<file path="config.mk">
export PLATFORM = sky130hd
export DESIGN_NAME = rsp_ring_writer
export DESIGN_NICKNAME = d
export VERILOG_FILES = /design/src/rtl/rrw_pkg.sv /design/src/rtl/rrw_imm_capture.sv /design/src/rtl/rrw_ring_ptr.sv /design/src/rtl/rrw_mem_seq.sv /design/src/rtl/rrw_int_ctrl.sv /design/src/rtl/rsp_ring_writer.sv
export SDC_FILE = /design/constraint.sdc
export NUM_CORES = 1
export LEC_CHECK = 0
export BUFFER_PORTS_ARGS = -buffer_cell sky130_fd_sc_hd__buf_4
export CAP_MARGIN = 20
export CORE_MARGIN = 4
export CORE_UTILIZATION = 55
export CTS_BUF_LIST = sky130_fd_sc_hd__clkbuf_8 sky130_fd_sc_hd__clkbuf_16
export CTS_CLUSTER_SIZE = 8
export DETAILED_ROUTE_END_ITERATION = 8
export GPL_ROUTABILITY_DRIVEN = 0
export PLACE_DENSITY = 0.92
export SLEW_MARGIN = 10
export SYNTH_ARGS = -nofsm -noshare
export SYNTH_HDL_FRONTEND = slang
export SYNTH_SLANG_ARGS = --single-unit
</file>
<file path="constraint.sdc">
create_clock -name clk -period 5.75 [get_ports clk]
set_input_delay 0.8625 -clock clk [delete_from_list [all_inputs] [get_ports clk]]
set_output_delay 0.8625 -clock clk [all_outputs]
set_load 0.1 [all_outputs]
</file>
<file path="src/rtl/rrw_pkg.sv">
package rrw_pkg;

    localparam int RSP_DATA_W  = 32;
    localparam int CODEC_W     = 4;
    localparam int ENTRY_SHIFT = 3;   // 8-byte ring entries
    localparam int DESC_OFS    = 4;   // descriptor word offset inside an entry
    localparam int UNSOL_BIT   = 4;   // position of the unsolicited flag

    typedef struct packed {
        logic [RSP_DATA_W-1:0] data;
        logic                  unsol;
        logic [CODEC_W-1:0]    codec;
    } rsp_t;

    typedef enum logic [1:0] {
        SEQ_IDLE  = 2'd0,
        SEQ_DATA  = 2'd1,
        SEQ_DESC  = 2'd2
    } seq_state_e;

    function automatic logic [RSP_DATA_W-1:0] make_desc(input rsp_t r);
        logic [RSP_DATA_W-1:0] w;
        w = '0;
        w[UNSOL_BIT]       = r.unsol;
        w[CODEC_W-1:0]     = r.codec;
        return w;
    endfunction

endpackage

</file>
<file path="src/rtl/rrw_imm_capture.sv">
module rrw_imm_capture
    import rrw_pkg::*;
(
    input  logic                  clk,
    input  logic                  rst,
    input  logic                  start,
    input  logic                  take,
    input  rsp_t                  rsp,
    output logic                  busy,
    output logic                  valid,
    output logic [CODEC_W-1:0]    codec,
    output logic [RSP_DATA_W-1:0] resp
);

    always_ff @(posedge clk) begin
        if (rst) begin
            busy  <= 1'b0;
            valid <= 1'b0;
            codec <= '0;
            resp  <= '0;
        end else if (take) begin
            busy  <= 1'b0;
            valid <= 1'b1;
            codec <= rsp.codec;
            resp  <= rsp.data;
        end else if (start) begin
            busy  <= 1'b1;
            valid <= 1'b0;
        end
    end

endmodule

</file>
<file path="src/rtl/rrw_ring_ptr.sv">
module rrw_ring_ptr #(
    parameter int PTR_W = 8
) (
    input  logic             clk,
    input  logic             rst,
    input  logic             clear,
    input  logic             advance,
    output logic [PTR_W-1:0] wr_ptr,
    output logic [PTR_W-1:0] slot
);

    logic [PTR_W-1:0] base_ptr;
    logic [PTR_W-1:0] next_ptr;

    always_comb begin
        base_ptr = clear ? '0 : wr_ptr;
        next_ptr = base_ptr + PTR_W'(1);
    end

    always_ff @(posedge clk) begin
        if (rst) begin
            wr_ptr <= '0;
            slot   <= '0;
        end else begin
            if (advance) begin
                wr_ptr <= next_ptr;
                slot   <= next_ptr;
            end else begin
                wr_ptr <= base_ptr;
            end
        end
    end

endmodule

</file>
<file path="src/rtl/rrw_mem_seq.sv">
module rrw_mem_seq
    import rrw_pkg::*;
#(
    parameter int ADDR_W = 32,
    parameter int PTR_W  = 8
) (
    input  logic                  clk,
    input  logic                  rst,
    input  logic                  start,
    input  rsp_t                  entry_in,
    input  logic [PTR_W-1:0]      slot,
    input  logic [ADDR_W-1:0]     base,
    input  logic                  mem_ack,
    output logic                  idle,
    output logic                  mem_req,
    output logic [ADDR_W-1:0]     mem_addr,
    output logic [RSP_DATA_W-1:0] mem_wdata,
    output logic                  done
);

    localparam int OFS_W = PTR_W + ENTRY_SHIFT;

    seq_state_e        state;
    rsp_t              entry_q;
    logic [ADDR_W-1:0] entry_addr;

    always_comb begin
        entry_addr = base + ADDR_W'({slot, {ENTRY_SHIFT{1'b0}}});
        idle       = (state == SEQ_IDLE);
        mem_req    = (state != SEQ_IDLE);
        done       = (state == SEQ_DESC) && mem_ack;
        if (state == SEQ_DESC) begin
            mem_addr  = entry_addr + ADDR_W'(DESC_OFS);
            mem_wdata = make_desc(entry_q);
        end else begin
            mem_addr  = entry_addr;
            mem_wdata = entry_q.data;
        end
    end

    always_ff @(posedge clk) begin
        if (rst) begin
            state   <= SEQ_IDLE;
            entry_q <= '0;
        end else begin
            unique case (state)
                SEQ_IDLE: begin
                    if (start) begin
                        entry_q <= entry_in;
                        state   <= SEQ_DATA;
                    end
                end
                SEQ_DATA: if (mem_ack) state <= SEQ_DESC;
                SEQ_DESC: if (mem_ack) state <= SEQ_IDLE;
                default:  state <= SEQ_IDLE;
            endcase
        end
    end

    logic [OFS_W-1:0] unused_ofs;
    assign unused_ofs = '0;

endmodule

</file>
<file path="src/rtl/rrw_int_ctrl.sv">
module rrw_int_ctrl #(
    parameter int PTR_W = 8
) (
    input  logic             clk,
    input  logic             rst,
    input  logic             done,
    input  logic             cmd_empty,
    input  logic             irq_en,
    input  logic [PTR_W-1:0] threshold,
    input  logic             sts_clear,
    output logic [PTR_W-1:0] cnt,
    output logic             irq_sts,
    output logic             cmd_kick
);

    logic             clr_hit;
    logic [PTR_W-1:0] cnt_base;
    logic [PTR_W-1:0] cnt_inc;
    logic             irq_base;
    logic             raise;

    always_comb begin
        clr_hit  = sts_clear && irq_sts;
        cnt_base = clr_hit ? '0 : cnt;
        irq_base = clr_hit ? 1'b0 : irq_sts;
        cnt_inc  = (cnt_base >= threshold) ? cnt_base : cnt_base + PTR_W'(1);
        raise    = done && irq_en && ((cnt_inc == threshold) || cmd_empty);
    end

    always_ff @(posedge clk) begin
        if (rst) begin
            cnt      <= '0;
            irq_sts  <= 1'b0;
            cmd_kick <= 1'b0;
        end else begin
            cnt      <= done ? cnt_inc : cnt_base;
            irq_sts  <= irq_base || raise;
            cmd_kick <= clr_hit;
        end
    end

endmodule

</file>
<file path="src/rtl/rsp_ring_writer.sv">
module rsp_ring_writer
    import rrw_pkg::*;
#(
    parameter int ADDR_W = 32,
    parameter int PTR_W  = 8
) (
    input  logic              clk,
    input  logic              rst,
    input  logic              rsp_valid,
    output logic              rsp_ready,
    input  logic [31:0]       rsp_data,
    input  logic              rsp_unsol,
    input  logic [3:0]        rsp_codec,
    input  logic              cfg_dma_en,
    input  logic              cfg_irq_en,
    input  logic [ADDR_W-1:0] cfg_base,
    input  logic [PTR_W-1:0]  cfg_count,
    input  logic              cmd_ring_empty,
    input  logic              wp_reset,
    input  logic              sts_clear,
    input  logic              imm_start,
    output logic              imm_busy,
    output logic              imm_valid,
    output logic [3:0]        imm_codec,
    output logic [31:0]       imm_resp,
    output logic [PTR_W-1:0]  wr_ptr,
    output logic [PTR_W-1:0]  rsp_cnt,
    output logic              irq_sts,
    output logic              cmd_kick,
    output logic              mem_req,
    output logic [ADDR_W-1:0] mem_addr,
    output logic [31:0]       mem_wdata,
    input  logic              mem_ack
);

    rsp_t             rsp_in;
    logic             fire;
    logic             take_imm;
    logic             to_ring;
    logic             seq_idle;
    logic             entry_done;
    logic [PTR_W-1:0] slot;

    always_comb begin
        rsp_in.data  = rsp_data;
        rsp_in.unsol = rsp_unsol;
        rsp_in.codec = rsp_codec;
        rsp_ready    = seq_idle;
        fire         = rsp_valid && seq_idle;
        take_imm     = fire && imm_busy;
        to_ring      = fire && !imm_busy && cfg_dma_en;
    end

    rrw_imm_capture u_imm (
        .clk   (clk),
        .rst   (rst),
        .start (imm_start),
        .take  (take_imm),
        .rsp   (rsp_in),
        .busy  (imm_busy),
        .valid (imm_valid),
        .codec (imm_codec),
        .resp  (imm_resp)
    );

    rrw_ring_ptr #(.PTR_W(PTR_W)) u_ptr (
        .clk     (clk),
        .rst     (rst),
        .clear   (wp_reset),
        .advance (to_ring),
        .wr_ptr  (wr_ptr),
        .slot    (slot)
    );

    rrw_mem_seq #(.ADDR_W(ADDR_W), .PTR_W(PTR_W)) u_seq (
        .clk       (clk),
        .rst       (rst),
        .start     (to_ring),
        .entry_in  (rsp_in),
        .slot      (slot),
        .base      (cfg_base),
        .mem_ack   (mem_ack),
        .idle      (seq_idle),
        .mem_req   (mem_req),
        .mem_addr  (mem_addr),
        .mem_wdata (mem_wdata),
        .done      (entry_done)
    );

    rrw_int_ctrl #(.PTR_W(PTR_W)) u_int (
        .clk       (clk),
        .rst       (rst),
        .done      (entry_done),
        .cmd_empty (cmd_ring_empty),
        .irq_en    (cfg_irq_en),
        .threshold (cfg_count),
        .sts_clear (sts_clear),
        .cnt       (rsp_cnt),
        .irq_sts   (irq_sts),
        .cmd_kick  (cmd_kick)
    );

endmodule

</file>
=== After elaboration in Yosys (flattened, before gate mapping) ===
Index checks and enable logic that the tools add are counted.

* Input bits: 87
* Flip-flop bits (word level): 103
* Output and inout port bits: 122

* Add/subtract/negate cells: 4
* Equal/unequal tests: 6
* Magnitude comparators: 1
* Reductions and logical operators: 17
* Mux-type cells: 14

{| class="wikitable"
|+ Operators by type and width
! kind !! count
|-
| 2-to-1 mux 32 bit || 2
|-
| 2-to-1 mux 8 bit || 5
|-
| adder 32 x 11 -> 32 bit || 1
|-
| adder 32 x 3 -> 32 bit, second input constant || 1
|-
| adder 8 x 1 -> 8 bit, second input constant || 2
|-
| equality test 8 bit || 1
|-
| greater-or-equal comparator 8 bit || 1
|-
| logical AND 1 bit || 8
|-
| 2-to-1 mux 2 bit || 3
|-
| inequality test 2 bit, second input constant || 3
|-
| one-hot mux 2 bit (3 select lines) || 1
|-
| nonzero test 2 bit || 2
|-
| 2-to-1 mux 1 bit || 3
|-
| AND reduction 3 bit || 1
|-
| equality test 2 x 1 -> 1 bit, second input constant || 1
|-
| equality test 2 bit, second input constant || 1
|-
| logical NOT 2 bit || 1
|-
| logical OR 1 bit || 2
|-
| AND reduction 2 bit || 1
|-
| OR reduction 2 bit || 1
|-
| logical NOT 1 bit || 1
|}

=== Depth between registers and ports, before layout ===
* Word-level depth: 8
* Gate-level depth with buffers: 14
* Depth with buffers taken out: 12

=== Cells and area by module ===
A second synthesis with hierarchy kept.

* Cell total of the unflattened synthesis: 801
* Area total of the unflattened synthesis: 6396.1 µm²

{| class="wikitable"
|+ By module, submodules not included
! module !! seq. area each (µm²) !! cells each !! instances !! area each (µm²)
|-
| rrw_mem_seq || 780.7 || 453 || 1 || 3229.3
|-
| rrw_imm_capture || 760.7 || 123 || 1 || 1346.3
|-
| rrw_int_ctrl || 200.2 || 136 || 1 || 1052.3
|-
| rrw_ring_ptr || 320.3 || 87 || 1 || 750.7
|-
| rsp_ring_writer || 0.0 || 2 || 1 || 17.5
|}

=== Least setup slack after synthesis ===
OpenSTA, ideal clock, no wires.

* Kind: input -> output
* From: input cfg_base[3]
* To: output mem_addr[27]
* Stages: 12
* Arrival time: 4.900 ns
* Path slack: -0.012 ns
* Path buffers: 0
* Required time: 4.888 ns
* Cells stage by stage: ha_1 -> inv_1 -> fa_1 -> nand2b_1 -> a211oi_2 -> o21ai_2 -> or3_2 -> a21oi_1 -> o2111ai_1 -> o31ai_4 -> nand3_2 -> xnor2_1

* Cells in the longest elaborated chain, start to end: 3

{| class="wikitable"
|+ RTL lines
! element !! line !! text
|-
| start: declaration || rsp_ring_writer.sv:16 || <nowiki>input logic [ADDR_W-1:0] cfg_base,</nowiki>
|-
| adder 32 x 11 -> 32 bit (*) || rrw_mem_seq.sv:28 || <nowiki>entry_addr = base + ADDR_W'({slot, {ENTRY_SHIFT{1'b0}}});</nowiki>
|-
| adder 32 x 3 -> 32 bit || rrw_mem_seq.sv:33 || <nowiki>mem_addr = entry_addr + ADDR_W'(DESC_OFS);</nowiki>
|-
| 2-to-1 mux 32 bit (*) || rrw_mem_seq.sv:32 || <nowiki>if (state == SEQ_DESC) begin</nowiki>
|-
| end: declaration || rsp_ring_writer.sv:31 || <nowiki>output logic [ADDR_W-1:0] mem_addr,</nowiki>
|}

Mark *: on every way between the ends. The rest lies on a longest branch, timed or not.

=== Final worst setup path ===
* From: input cfg_base[3]
* To: output mem_addr[31]

The elaborated chain is that of the path after synthesis.

==> flow_summary_export.csv <==
group,metric,value,unit
outcome,status,"finished, final reports clean",
timing,fin_hold_ws,449.7,ps
pwr,seqPwrFrac,0.375,
pwr,p_per_area,250.6,nW/um2
pwr,comb_power_share,0.314,
timing,rsz0062_at_grt,"no",
setup_path,path_buf_inv,3,
logic_synthesis,synth.distinct_cells,75,
cts,cts_hold_buf,0,
placement,place_ws,644.9,ps
logic_synthesis,syn_area,6177,um2
placement,placed_cells,1124,
pwr,ir_drop,0.2659,mV
cts,path_clk_slew,70,ps
route,wl_per_cell,15.55,um
global_route,grt_max_degree,105,
logic_synthesis,syn_inst,820,
pwr,intPower,0.001243,W
logic_synthesis,synth_warnings,0,
finish,fin_nets,1100,
logic_synthesis,ys_seq_area_frac,0.3338,
setup_path,cpPeakStageDelay,520,ps
timing,slew_headroom,0.2985,
run,max_cap_violations,0,
cts,post_cts_resize_count,0,
finish,layout_common_cells,"nand2_1 (214), buf_4 (210), dfxtp_1 (103)",
setup_path,crit_type,"in -> out",
timing,layout_min_cycle_time,5141,ps
route,dr.pass1.iters,6,
route,drtAntennaViolNets,0,
global_route,track_usage,0.2664,
setup_path,critPathLaunchType,"input port",
setup_path,crit_path_top_delay_cell,"or3_2",
cts,cts_setup_buffers,0,
route,vias_per_cell,5.564,
finish,n_antenna_cell,0,
pwr,swShare,0.3828,
timing,finalSetupViolCount,0,
logic_synthesis,syn-num-nets,925,
cts,cts_tree,"yes",
finish,layout-drive-gt1-share,0.2580,
setup_path,cp_top_family,"compound AO/OA/AOI/OAI gates",
placement,dpl.hpwl,13290,um
timing,finalClockSkew,9.114,ps
die,core,10940,um2
setup_path,end_kind,"primary output",
timing,max_freq,194.5,MHz
timing,setup_tns,0,ps
logic_synthesis,avgSynthCellArea,7.533,um2
timing,hold_violations,0,
finish,layout_commonest_cell,"nand2_1",
timing,tightest_slew,1052,ps
logic_synthesis,synth-edff-count,0,
die,dieArea,12990,um2
timing,final_max_slew_viol_count,0,
cts,numClockSinks,103,
setup_path,worstPathCellList,"buf_4 -> ha_1 -> inv_1 -> fa_1 -> nand2b_1 -> a211oi_2 -> o21ai_2 -> or3_2 -> a21oi_1 -> o2111ai_1 -> nor4_2 -> a21oi_1 -> xnor2_1 -> buf_4",
finish,layout.cells.non_filler,1140,
logic_synthesis,ys_async_sr_fraction,0,
route,drc,0,
setup_path,required,4890,ps
pwr,p_leak,3.394,nW
setup_path,cp.arrival,4280,ps
route,num_vias,6343,
route,routed_wl,17730,um
cts,clk_latency,350,ps
setup_path,worst-path-max-fanout,14,
cts,numCtsBuffers,9,
cts,htreeDepth,3,
finish,syn2layout_area_growth,30.12,%
timing,finalWorstSetupSlack,609.1,ps
cts,root_buffer,"clkbuf_16",
placement,io_buffers,204,
worst_hold_path,hp-class,"reg -> reg",
cts,clockBufferDepth,2,
die,io_pins,209,
global_route,antenna_found_initial,0,
timing,final.period_utilization,0.8941,
logic_synthesis,synth_ff_type,"dfxtp_1",
global_route,overflow,0,
route,drt_iter0_drc,521,
global_route,grt_pass1_vias,6044,
die,die_w,114.0,um
pwr,switching_power,0.0007710,W
pwr,p_clk_frac,0.311,
logic_synthesis,synth-seq-cells,103,
pwr,total_power,0.002014,W
die,initial_core_util,0.5649,
global_route,grt_pass1_wl,28500,um
die,rows,38,
die,die_h,114.0,um
Yosys cell counts, drive strengths merged, types with 6 or more instances:
| cell type | n | area [um2] |
|---|---|---|
| and2 | 36 | 227.7 |
| dfxtp | 103 | 2062 |
| ha | 17 | 212.7 |
| nand2 | 214 | 803.3 |
| buf | 6 | 42.53 |
| nand3 | 21 | 110.1 |
| a211oi | 6 | 50.05 |
| and3 | 8 | 50.05 |
| nor2 | 52 | 195.2 |
| nand2b | 8 | 50.05 |
| inv | 18 | 67.56 |
| nor4 | 7 | 77.58 |
| nor3 | 15 | 80.08 |
| xnor2 | 52 | 455.4 |
| o21ai | 15 | 82.58 |
| clkbuf | 40 | 161.4 |
| nand4 | 10 | 62.56 |
| nor2b | 10 | 62.56 |
| xor2 | 19 | 166.4 |
| a21o | 7 | 55.06 |
| a21oi | 95 | 490.5 |
tightest hold or removal path, stage by stage (launching register included):
cell     delay (ps)
dfxtp_1         310
nand2_1          50
a21oi_1          50
final cells by class:
class,count,area (um2)
Timing Repair Buffer,210,1577
Inverter,18,67.56
Clock inverter,7,78.83
Multi-Input combinational cell,653,3852
Tap cell,140,175.2
Fill cell,875,2898
Sequential cell,103,2062
Clock buffer,9,225.2
power groups by stage:
stage / clock network (W) / registers [W] / logic [W]
after CTS: 0.000640 / 0.000755 / 0.000632
after global routing: 0.000669 / 0.000759 / 0.000665
final: 0.000626 / 0.000755 / 0.000633
after global placement: 0 / 0.000770 / 0.000624
after floorplan: 0 / 0.000854 / 0.000394
after detailed placement: 0 / 0.000772 / 0.000630
final timing paths:
| check | slack (ps) | start | end | cells past startpoint |
|---|---|---|---|---|
| setup / recovery | 610 | cfg_base[3] | mem_addr[31] | 14 |
| hold / removal | 450 | u_seq.entry_q[31] | u_seq.entry_q[31] | 2 |
| hold reg to reg | 450 | u_seq.entry_q[31] | u_seq.entry_q[31] | 2 |
| setup reg to reg | 2670 | u_int.irq_sts | u_int.cnt[6] | 11 |
metal layers:
layer | up-vias | wire (um) | global-route usage
met5 | - | 0 | 0
met4 | 0 | 440 | 0.09580
met2 | 290 | 8425 | 0.4364
li1 | 3104 | - | -
met3 | 36 | 1897 | 0.09814
met1 | 2913 | 6966 | 0.3211
cells by family (layout without fill, tap and decap cells):
| kind of cell | Yosys count | after routing | synth area share |
|---|---|---|---|
| AOI/OAI and AO/OA | 151 | 151 | 0.1600 |
| xor gates and xnor gates | 71 | 71 | 0.1007 |
| adders and majority gates | 18 | 18 | 0.03767 |
| buffers and inverters | 64 | 244 | 0.04395 |
| DFF | 103 | 103 | 0.3338 |
| muxes | 6 | 6 | 0.009925 |
| and+or+nand+nor | 407 | 407 | 0.3140 |
stage by stage:
stage	utilization	cell area [um2]
detailed placement	0.7072	7734
floorplan	-	6185
CTS	0.7350	8038
global route	0.7350	8038
global placement	0.7072	7734
finish	0.7350	8038
sequential cells by signal, summed over array words and instances (netlist names), 2 cells and up:
name and flops:
u_imm.codec 4, u_int.cnt 8, u_seq.entry_q 37, u_ptr.wr_ptr 8, u_ptr.slot 8, u_imm.resp 32
u_seq.state 2
No activity file was read; power rests on OpenSTA's default activity.
